### config.mk
export PLATFORM = sky130hd
export DESIGN_NAME = serial_rx_tagger
export DESIGN_NICKNAME = d
export VERILOG_FILES = /design/src/rtl/rxtag_pkg.sv /design/src/rtl/rxtag_ctrl.sv /design/src/rtl/rxtag_dpath.sv /design/src/rtl/serial_rx_tagger.sv
export SDC_FILE = /design/constraint.sdc
export NUM_CORES = 1
export LEC_CHECK = 0
export BUFFER_PORTS_ARGS = -buffer_cell sky130_fd_sc_hd__buf_2
export CORE_MARGIN = 2
export CORE_UTILIZATION = 51
export DETAILED_ROUTE_END_ITERATION = 12
export GPL_ROUTABILITY_DRIVEN = 0
export PLACE_DENSITY = 0.74
export REMOVE_ABC_BUFFERS = 1
export SETUP_SLACK_MARGIN = 0.2
export SYNTH_ARGS = -nofsm -noshare
export SYNTH_HDL_FRONTEND = slang
export SYNTH_SLANG_ARGS = --single-unit
export TNS_END_PERCENT = 30
### constraint.sdc
create_clock -name clk -period 1.65 [get_ports clk]
set_input_delay 0.33 -clock clk [delete_from_list [all_inputs] [get_ports clk]]
set_output_delay 0.33 -clock clk [all_outputs]
set_load 0.05 [all_outputs]
### src/rtl/rxtag_pkg.sv
package rxtag_pkg;

  typedef enum logic [2:0] {
    S_IDLE,
    S_START,
    S_DATA,
    S_PAR,
    S_STOP,
    S_WAITHI
  } rxState_t;

  typedef struct packed {
    logic clearData;
    logic sampleData;
    logic samplePar;
    logic finish;
  } rxStrobe_t;

endpackage

### src/rtl/rxtag_ctrl.sv
module rxtag_ctrl
  import rxtag_pkg::*;
#(
  parameter int TICKS_PER_BIT = 16,
  parameter int IDX_W         = 3
) (
  input  logic             clk,
  input  logic             rstN,
  input  logic             tick,
  input  logic             rxS,
  input  logic             fallEdge,
  input  logic             breakNow,
  input  logic [1:0]       charLen,
  input  logic             parEn,
  output rxStrobe_t        strobe,
  output logic [IDX_W-1:0] bitIdx,
  output logic             startSeen
);

  localparam int CNT_W = $clog2(TICKS_PER_BIT);
  localparam logic [CNT_W-1:0] HALF_M1 = CNT_W'(TICKS_PER_BIT / 2 - 1);
  localparam logic [CNT_W-1:0] FULL_M1 = CNT_W'(TICKS_PER_BIT - 1);

  rxState_t         state;
  logic [CNT_W-1:0] tickCnt;
  logic             midStart;
  logic             bitEnd;
  logic             lastBit;

  assign midStart = tick && (tickCnt == HALF_M1);
  assign bitEnd   = tick && (tickCnt == FULL_M1);
  assign lastBit  = (bitIdx == IDX_W'({1'b0, charLen} + 3'd4));

  always_comb begin
    strobe.clearData  = (state == S_START) && midStart && !rxS;
    strobe.sampleData = (state == S_DATA) && bitEnd;
    strobe.samplePar  = (state == S_PAR) && bitEnd;
    strobe.finish     = (state == S_STOP) && bitEnd;
  end

  always_ff @(posedge clk or negedge rstN) begin
    if (!rstN) begin
      state     <= S_IDLE;
      tickCnt   <= '0;
      bitIdx    <= '0;
      startSeen <= 1'b0;
    end else begin
      startSeen <= 1'b0;
      case (state)
        S_IDLE: begin
          tickCnt <= '0;
          if (fallEdge) state <= S_START;
        end
        S_START: begin
          if (midStart) begin
            tickCnt <= '0;
            if (!rxS) begin
              state     <= S_DATA;
              bitIdx    <= '0;
              startSeen <= 1'b1;
            end else begin
              state <= S_IDLE;
            end
          end else if (tick) begin
            tickCnt <= tickCnt + 1'b1;
          end
        end
        S_DATA: begin
          if (bitEnd) begin
            tickCnt <= '0;
            if (lastBit) state <= parEn ? S_PAR : S_STOP;
            else         bitIdx <= bitIdx + 1'b1;
          end else if (tick) begin
            tickCnt <= tickCnt + 1'b1;
          end
        end
        S_PAR: begin
          if (bitEnd) begin
            tickCnt <= '0;
            state   <= S_STOP;
          end else if (tick) begin
            tickCnt <= tickCnt + 1'b1;
          end
        end
        S_STOP: begin
          if (bitEnd) begin
            tickCnt <= '0;
            state   <= breakNow ? S_WAITHI : S_IDLE;
          end else if (tick) begin
            tickCnt <= tickCnt + 1'b1;
          end
        end
        S_WAITHI: begin
          tickCnt <= '0;
          if (rxS) state <= S_IDLE;
        end
        default: state <= S_IDLE;
      endcase
    end
  end

  AST_START_LOW: assert property (@(posedge clk) disable iff (!rstN)
    startSeen |-> $past(!rxS));

  AST_ONE_STROBE: assert property (@(posedge clk) disable iff (!rstN)
    $onehot0({strobe.clearData, strobe.sampleData, strobe.samplePar, strobe.finish}));

  AST_WAIT_NO_START: assert property (@(posedge clk) disable iff (!rstN)
    (state == S_WAITHI) |=> !startSeen);

endmodule

### src/rtl/rxtag_dpath.sv
module rxtag_dpath
  import rxtag_pkg::*;
#(
  parameter int DATA_W = 8,
  parameter int IDX_W  = 3
) (
  input  logic              clk,
  input  logic              rstN,
  input  logic              rxPin,
  input  logic              loopTx,
  input  logic              loopEn,
  input  rxStrobe_t         strobe,
  input  logic [IDX_W-1:0]  bitIdx,
  input  logic              parEn,
  input  logic [1:0]        parMode,
  output logic              rxS,
  output logic              fallEdge,
  output logic              breakNow,
  output logic              rxValid,
  output logic [DATA_W-1:0] rxData,
  output logic              parErr,
  output logic              frameErr,
  output logic              brkFlag
);

  logic              lineSel;
  logic              syncA;
  logic              syncB;
  logic              prevS;
  logic [DATA_W-1:0] dataReg;
  logic              parBit;
  logic              expPar;

  assign lineSel  = loopEn ? loopTx : rxPin;
  assign rxS      = syncB;
  assign fallEdge = prevS && !syncB;
  assign breakNow = (dataReg == '0) && !parBit && !syncB;

  always_comb begin
    case (parMode)
      2'd0:    expPar = ^dataReg;
      2'd1:    expPar = ~^dataReg;
      2'd2:    expPar = 1'b1;
      default: expPar = 1'b0;
    endcase
  end

  always_ff @(posedge clk or negedge rstN) begin
    if (!rstN) begin
      syncA <= 1'b1;
      syncB <= 1'b1;
      prevS <= 1'b1;
    end else begin
      syncA <= lineSel;
      syncB <= syncA;
      prevS <= syncB;
    end
  end

  always_ff @(posedge clk or negedge rstN) begin
    if (!rstN) begin
      dataReg <= '0;
      parBit  <= 1'b0;
    end else if (strobe.clearData) begin
      dataReg <= '0;
      parBit  <= 1'b0;
    end else if (strobe.sampleData) begin
      dataReg[bitIdx] <= syncB;
    end else if (strobe.samplePar) begin
      parBit <= syncB;
    end
  end

  always_ff @(posedge clk or negedge rstN) begin
    if (!rstN) begin
      rxValid  <= 1'b0;
      rxData   <= '0;
      parErr   <= 1'b0;
      frameErr <= 1'b0;
      brkFlag  <= 1'b0;
    end else begin
      rxValid <= strobe.finish;
      if (strobe.finish) begin
        rxData   <= dataReg;
        parErr   <= parEn && (parBit != expPar);
        frameErr <= !syncB;
        brkFlag  <= breakNow;
      end
    end
  end

  AST_VALID_PULSE: assert property (@(posedge clk) disable iff (!rstN)
    rxValid |=> !rxValid);

  AST_BRK_ZERO: assert property (@(posedge clk) disable iff (!rstN)
    (rxValid && brkFlag) |-> (rxData == '0) && frameErr);

endmodule

### src/rtl/serial_rx_tagger.sv
module serial_rx_tagger
  import rxtag_pkg::*;
#(
  parameter int TICKS_PER_BIT = 16,
  parameter int DATA_W        = 8
) (
  input  logic              clk,
  input  logic              rstN,
  input  logic              tick16,
  input  logic              rxPin,
  input  logic              loopTx,
  input  logic              loopEn,
  input  logic [1:0]        charLen,
  input  logic              parEn,
  input  logic [1:0]        parMode,
  output logic              rxValid,
  output logic [DATA_W-1:0] rxData,
  output logic              parErr,
  output logic              frameErr,
  output logic              brkFlag,
  output logic              startSeen
);

  localparam int IDX_W = $clog2(DATA_W);

  rxStrobe_t        strobe;
  logic [IDX_W-1:0] bitIdx;
  logic             rxS;
  logic             fallEdge;
  logic             breakNow;

  rxtag_ctrl #(
    .TICKS_PER_BIT(TICKS_PER_BIT),
    .IDX_W        (IDX_W)
  ) u_ctrl (
    .clk      (clk),
    .rstN     (rstN),
    .tick     (tick16),
    .rxS      (rxS),
    .fallEdge (fallEdge),
    .breakNow (breakNow),
    .charLen  (charLen),
    .parEn    (parEn),
    .strobe   (strobe),
    .bitIdx   (bitIdx),
    .startSeen(startSeen)
  );

  rxtag_dpath #(
    .DATA_W(DATA_W),
    .IDX_W (IDX_W)
  ) u_dpath (
    .clk     (clk),
    .rstN    (rstN),
    .rxPin   (rxPin),
    .loopTx  (loopTx),
    .loopEn  (loopEn),
    .strobe  (strobe),
    .bitIdx  (bitIdx),
    .parEn   (parEn),
    .parMode (parMode),
    .rxS     (rxS),
    .fallEdge(fallEdge),
    .breakNow(breakNow),
    .rxValid (rxValid),
    .rxData  (rxData),
    .parErr  (parErr),
    .frameErr(frameErr),
    .brkFlag (brkFlag)
  );

  AST_NOPAR_NOERR: assert property (@(posedge clk) disable iff (!rstN)
    (rxValid && !parEn) |-> !parErr);

  AST_UPPER_ZERO: assert property (@(posedge clk) disable iff (!rstN)
    (rxValid && charLen == 2'd0) |-> (rxData[DATA_W-1:5] == '0));

endmodule

==> flow_metrics.env, run 1 <==
export IMPL_status="complete, but fails checks"
export IMPL_violations="hold timing, setup timing"
export IMPL_ff_latch_area_sq_um=880
export IMPL_r2r_end="u_dpath.dataReg[0]"
export IMPL_tightest_slew_ps=443
export IMPL_drtIter0Drc=119
export IMPL_grt_overflow=0
export IMPL_whs_ps=-4.04
export IMPL_yosysUniqueCellTypes=52
export IMPL_slowest_stage="dfrtp_1"
export IMPL_end_kind="flop"
export IMPL_worst_path_max_fanout=6
export IMPL_core_area_sq_mm=0.00342
export IMPL_ant_nets=0
export IMPL_diodes=0
export IMPL_area_growth_pct=35.4
export IMPL_p_total_w=0.00300
export IMPL_relSlewSlack_pct=70.2
export IMPL_crit_chain="or3b_4 > or3_4 > o311ai_2 > o41ai_2"
export IMPL_fp_dieH_um=64.5
export IMPL_clock_skew_ps=14.6
export IMPL_ir_drop_mv=0.981
export IMPL_synth_top_cell_area_share_pct=42.8
export IMPL_start_util_pct=54.7
export IMPL_wire_per_inst_um=16.9
export IMPL_antenna_found_initial=0
export IMPL_ys_warn_count=0
export IMPL_fill_cells=222
export IMPL_finalHoldViolations=4
export IMPL_p_per_area_mw_per_mm2=1190
export IMPL_finalWirelength_um=4880
export IMPL_seq_area_frac_synth_pct=47.1
export IMPL_critPathArrivalTime_ps=2010
export IMPL_synth_compound_area_share_pct=13.9
export IMPL_fin_crit_sh_pct=108
export IMPL_h_tree_depth=2
export IMPL_yosys_top_cells_area="dfrtp_1 43%, nand2_1 4.6%, dfstp_2 4.2%"
export IMPL_clock_sinks=35
export IMPL_r2r_start="u_ctrl.state[0]"
export IMPL_clk_pin_slew_ps=110
export IMPL_max_stage_delay_ps=440
export IMPL_max_freq_ghz=0.563
export IMPL_drc_errors=0
export IMPL_synthArstFlopShare_pct=100
export IMPL_synth_seq_cells=35
export IMPL_netlist_area_sq_mm=0.00187
export IMPL_synth_common_cells="32 x dfrtp_1, 23 x nand2_1, 14 x o21ai_0, 12 x inv_1, 8 x clkbuf_1"
export IMPL_rsz0062_at_grt="true"
export IMPL_r2r_cells=4
export IMPL_worstSkewPairLatency_ps=350
export IMPL_synthSimpleGateAreaFrac_pct=20.4
export IMPL_multiInputGateArea_sq_mm=0.00107
export IMPL_dieWidth_um=64.5
export IMPL_nets=259
export IMPL_vias=1643
export IMPL_grt_pass1_wl_um=7790
export IMPL_ioPinCount=24
export IMPL_hold_path_class="input pin to async pin"
export IMPL_grtUsageTotal_pct=24.5
export IMPL_max_clock_path_buffers=2
export IMPL_synth_top_family_by_area="simple AND/OR/NAND/NOR gates"
export IMPL_drt_pass1_iterations=4
export IMPL_r2r_setup_slack_ps=-130
export IMPL_fin_crit_ps=1780
export IMPL_cts_hold_buf=0
export IMPL_yosys_most_used_dff="dfrtp_1"
export IMPL_avgSynthCellArea_sq_um=10.0
export IMPL_drive_gt1_share_pct=42.0
export IMPL_synth_edf_count=0
export IMPL_viasPerCell=5.69
export IMPL_grt_max_degree=36
export IMPL_synth_xor_area_share_pct=4.22
export IMPL_yosysMostFrequentCell="dfrtp_1"
export IMPL_leakage_nw=1.19
export IMPL_yosysTopAreaCell="dfrtp_1"
export IMPL_cts_root_buf="clkbuf_4"
export IMPL_cp_start_kind="flop"
export IMPL_drv_cap=0
export IMPL_synthAdderAreaFrac_pct=4.02
export IMPL_io_buffers=23
export IMPL_layout_setup_ws_ps=-128
export IMPL_tritoncts="yes"
export IMPL_fp_row_count=21
export IMPL_syn_inst=187
export IMPL_cts_buffers=5
export IMPL_finalSetupViolCount=9
export IMPL_critPathKind="flop to flop"
export IMPL_fin_tns_setup_ps=-648
export IMPL_synthMuxAreaShare_pct=5.56
export IMPL_grt_pass1_vias=1618
export IMPL_crit_required_ps=1890
export IMPL_dieArea_sq_mm=0.00417
export IMPL_finalMaxSlewViolations=0
export IMPL_dpl_hpwl_um=3160
-- worst max-delay path, delay by kind of cell (launching register included) --
kind / cells / cell delay, ps
and+or+nand+nor: 2 / 830
DFF: 1 / 440
AOI/OAI and AO/OA: 2 / 400
-- sequential cells by signal, summed over array words and instances (netlist names) --
register	flops
u_ctrl.tickCnt	4
u_ctrl.state	3
u_dpath.frameErr	1
u_dpath.dataReg	8
u_dpath.rxS	1
u_dpath.brkFlag	1
u_dpath.rxData	8
u_ctrl.startSeen	1
u_dpath.rxValid	1
u_ctrl.bitIdx	3
u_dpath.prevS	1
u_dpath.parBit	1
u_dpath.parErr	1
u_dpath.syncA	1
-- metal layers --
layer	vias to the layer above	GRT usage [%]	part of all wire (%)
met5	-	0	0
met4	0	8.78	1.8
met1	804	29.6	42
met3	10	6.08	5.0
li1	774	-	-
met2	55	42.3	51
-- layout by cell type, fill, tap and decap left out, types with 4 or more instances in the layout --
cell       n
clkbuf_4   5
nand3_1    5
dfrtp_1   32
buf_2     23
nor2_1     6
nand2_1   20
nand2b_1   4
inv_2      4
inv_1      8
o21ai_1    5
mux2i_1    7
o21ai_0    8
xnor2_1    6
nor2b_1    4
buf_4     31
-- power breakdown --
part           switching (W)  leakage, nW  internal (W)  total (W)
combinational       0.000665        0.674      0.000671    0.00134
sequential          0.000105        0.472      0.000953    0.00106
clock               0.000288       0.0395      0.000321   0.000609
total                0.00106         1.19       0.00195    0.00300
-- logic make-up (layout without fill, tap and decap cells) --
group                      Yosys count  count (layout)
and+or+nand+nor                     66              66
DFF                                 35              35
AOI/OAI and AO/OA                   38              38
adders and majority gates            6               6
muxes                               10              10
xor gates and xnor gates             9               9
buffers and inverters               23              79
-- metrics by stage --
stage	cells	area (sq um)	utilization, %	setup WS (ps)
2_1_floorplan	177	1830	-	-250
3_3_place_gp	271	2190	64.0	-87.0
3_5_place_dp	271	2190	64.0	-172
4_1_cts	282	2400	70.4	-75.0
5_1_grt	289	2530	74.1	-182
6_report	289	2530	74.1	-128
-- area by class of cell --
class | count | share of cell area, %
clock inverters | 1 | 1.19
inverters | 13 | 1.93
clock buffers | 7 | 1.78
multi-input cells | 129 | 42.2
flip-flops and latches | 35 | 34.8
repair buffers | 58 | 15.9
well taps | 46 | 2.27
-- repair_timing --
action / CTS / global route
cloned: 0 / 0
resized for setup: 27 / 20
pin swaps: 18 / 9
buffers inserted: 3 / 7
endpoints found under the setup margin: 32 / 32
-- worst max path at each step --
stage	from	end	depth (start not counted)
3_5_place_dp	u_ctrl.state[1]	u_dpath.dataReg[6]	6
6_report	u_ctrl.state[0]	u_dpath.dataReg[0]	4
3_3_place_gp	u_ctrl.state[0]	u_dpath.dataReg[2]	4
4_1_cts	u_dpath.rxS	u_ctrl.state[0]	4
2_1_floorplan	u_ctrl.state[2]	u_dpath.parErr	4
5_1_grt	u_ctrl.state[2]	u_dpath.dataReg[0]	4
Power figures use the tool's default switching activity.
==> run 2: changes to the inputs <==
==> constraint.sdc (replaced) <==
create_clock -name clk -period 1.65 [get_ports clk]
set_input_delay 0.165 -clock clk [delete_from_list [all_inputs] [get_ports clk]]
set_output_delay 0.165 -clock clk [all_outputs]
set_load 0.05 [all_outputs]
==> run 2 against run 1 <==
  * The run ends with setup timing left
  * Clock skew increased by 5.2 ps
  * Sequential share of layout area decreased by 0.89 points
  * First-iteration DRC count increased by 18%
  * Sequential cell count unchanged
  * Core utilization increased by 1.9 points
  * Worst hold slack improved by 73 ps
  * Largest cell class unchanged
==> flow_metrics.env, run 2 (synthesis results as in run 1) <==
export IMPL_status="complete, but fails checks"
export IMPL_violations="setup timing"
export IMPL_tightest_slew_ps=752
export IMPL_combPwrFrac_pct=46.4
export IMPL_layout_setup_ws_ps=-199
export IMPL_power_frac_clock_pct=18.3
export IMPL_top_regs="u_dpath.dataReg (8), u_dpath.rxData (8), u_ctrl.tickCnt (4)"
export IMPL_fp_dieH_um=64.5
export IMPL_dp_cells=269
export IMPL_grt_overflow=0
export IMPL_grt_max_degree=36
export IMPL_clk_pin_slew_ps=120
export IMPL_wire_per_inst_um=18.4
export IMPL_fp_row_count=21
export IMPL_worst_path_buf_inv=0
export IMPL_h_tree_depth=2
export IMPL_worstSkewPairLatency_ps=340
export IMPL_crit_required_ps=1880
export IMPL_finalSetupViolCount=10
export IMPL_ioPinCount=24
export IMPL_dieWidth_um=64.5
export IMPL_drtIter0Drc=140
export IMPL_p_sw_w=0.00111
export IMPL_cp_start_kind="flop"
export IMPL_max_clock_path_buffers=2
export IMPL_clock_sinks=35
export IMPL_nets=260
export IMPL_critPathArrivalTime_ps=2080
export IMPL_grtUsageTotal_pct=24.7
export IMPL_start_util_pct=54.7
export IMPL_hold_path_class="input pin to flop"
export IMPL_antenna_found_initial=0
export IMPL_finalMaxSlewViolations=0
export IMPL_layout_cells_non_filler=290
export IMPL_fin_crit_ps=1850
export IMPL_seqPwrFrac_pct=35.3
export IMPL_switching_share_pct=36.9
export IMPL_drive_gt1_share_pct=45.1
export IMPL_min_from="loopTx"
export IMPL_end_kind="flop"
export IMPL_path_delay_family="simple AND/OR/NAND/NOR gates"
export IMPL_drv_cap=0
export IMPL_ir_drop_mv=0.740
export IMPL_area_growth_pct=39.0
export IMPL_drt_pass1_iterations=5
export IMPL_leakage_nw=1.21
export IMPL_finalWirelength_um=5340
export IMPL_relSlewSlack_pct=49.9
export IMPL_tritoncts="yes"
export IMPL_slowest_stage="dfrtp_1"
export IMPL_viasPerCell=5.93
export IMPL_grt_pass1_wl_um=7810
export IMPL_cts_root_buf="clkbuf_4"
export IMPL_whs_ps=69.1
export IMPL_dieArea_sq_mm=0.00417
export IMPL_r2r_start="u_ctrl.state[2]"
export IMPL_vias=1719
export IMPL_design_area_sq_mm=0.00260
export IMPL_core_area_sq_mm=0.00342
export IMPL_placed_cell_area_sq_mm=0.00217
export IMPL_worstSetupStartpoint="u_ctrl.state[2]"
export IMPL_diodes=0
export IMPL_drc_errors=0
export IMPL_ant_nets=0
export IMPL_cts_buffers=5
export IMPL_clock_skew_ps=19.8
export IMPL_r2r_setup_slack_ps=-200
export IMPL_crit_chain="or3b_4 > or3_4 > o211ai_1 > o31ai_2"
export IMPL_p_per_area_mw_per_mm2=1150
export IMPL_max_freq_ghz=0.541
export IMPL_finalHoldViolations=0
export IMPL_critPathKind="flop to flop"
export IMPL_dpl_hpwl_um=3060
export IMPL_pre_cts_ws_ps=-176
export IMPL_rsz0062_at_grt="true"
export IMPL_fin_crit_sh_pct=112
export IMPL_io_buffers=23
export IMPL_worst_path_max_fanout=5
export IMPL_max_stage_delay_ps=450
export IMPL_layout_common_cells="32 x buf_4, 32 x dfrtp_1, 23 x buf_2, 22 x nand2_1, 13 x o21ai_0"
export IMPL_internal_power_w=0.00189
export IMPL_grt_pass1_vias=1655
export IMPL_p_total_w=0.00300
## run 2: cell types whose count changed in the layout (fill, tap and decap cells not counted), sizes merged
cell / change
bufinv: -1
dlygate4sd3: +1
clkinvlp: +1
## run 2: repair_timing
| action | in CTS | in global routing |
|---|---|---|
| endpoints found under the setup margin | 32 | 31 |
| endpoints found under the hold margin | 32 | 0 |
| resized for setup | 22 | 27 |
| hold buffers | 1 | 0 |
| pin swaps | 10 | 12 |
| buffers inserted | 6 | 6 |
## run 2: path summary, 6_finish.rpt
check	depth (start not counted)	end
setup / recovery	4	u_dpath.dataReg[6]
hold / removal	2	u_dpath.syncA
setup reg to reg	4	u_dpath.dataReg[6]
hold reg to reg	0	u_dpath.rxS
max in group asynchronous	2	u_ctrl.state[1]
min in group asynchronous	2	u_dpath.rxData[1]
## run 2: worst reg2reg max path: stages, from the launching register on
cell and delay, ps:
dfrtp_1 450, or3b_4 420, or3_4 440, o211ai_1 300
o31ai_2 130
## run 2: per-stage QoR
stage	util (%)	TNS [ps]
2_1_floorplan	-	-964
3_3_place_gp	63.6	-441
3_5_place_dp	63.6	-1470
4_1_cts	70.3	-675
5_1_grt	76.0	-2140
6_report	76.0	-1470
## run 2: per-layer routing
layer / GRT usage, % / part of all wire (%) / up-vias
met5: 0 / 0 / -
met4: 11.4 / 3.8 / 0
met3: 6.25 / 5.8 / 19
met2: 41.3 / 51 / 84
met1: 29.9 / 40 / 838
li1: - / - / 778
## run 2: cell type report
cell class                 instances  area, sq um
multi-input combinational        129         1140
sequential                        35          880
fill                             202          818
timing repair buffer              59          399
clock buffer                       7         65.1
tap                               46         57.6
inverter                          13         48.8
clock inverter                     1         7.51
## run 2: power groups by stage
stage / clock network [W] / logic [W] / registers (W)
2_1_floorplan: 0 / 0.000468 / 0.00115
5_1_grt: 0.000618 / 0.00148 / 0.00107
3_3_place_gp: 0 / 0.000987 / 0.00104
6_report: 0.000548 / 0.00139 / 0.00106
4_1_cts: 0.000555 / 0.00113 / 0.00105
3_5_place_dp: 0 / 0.00102 / 0.00105
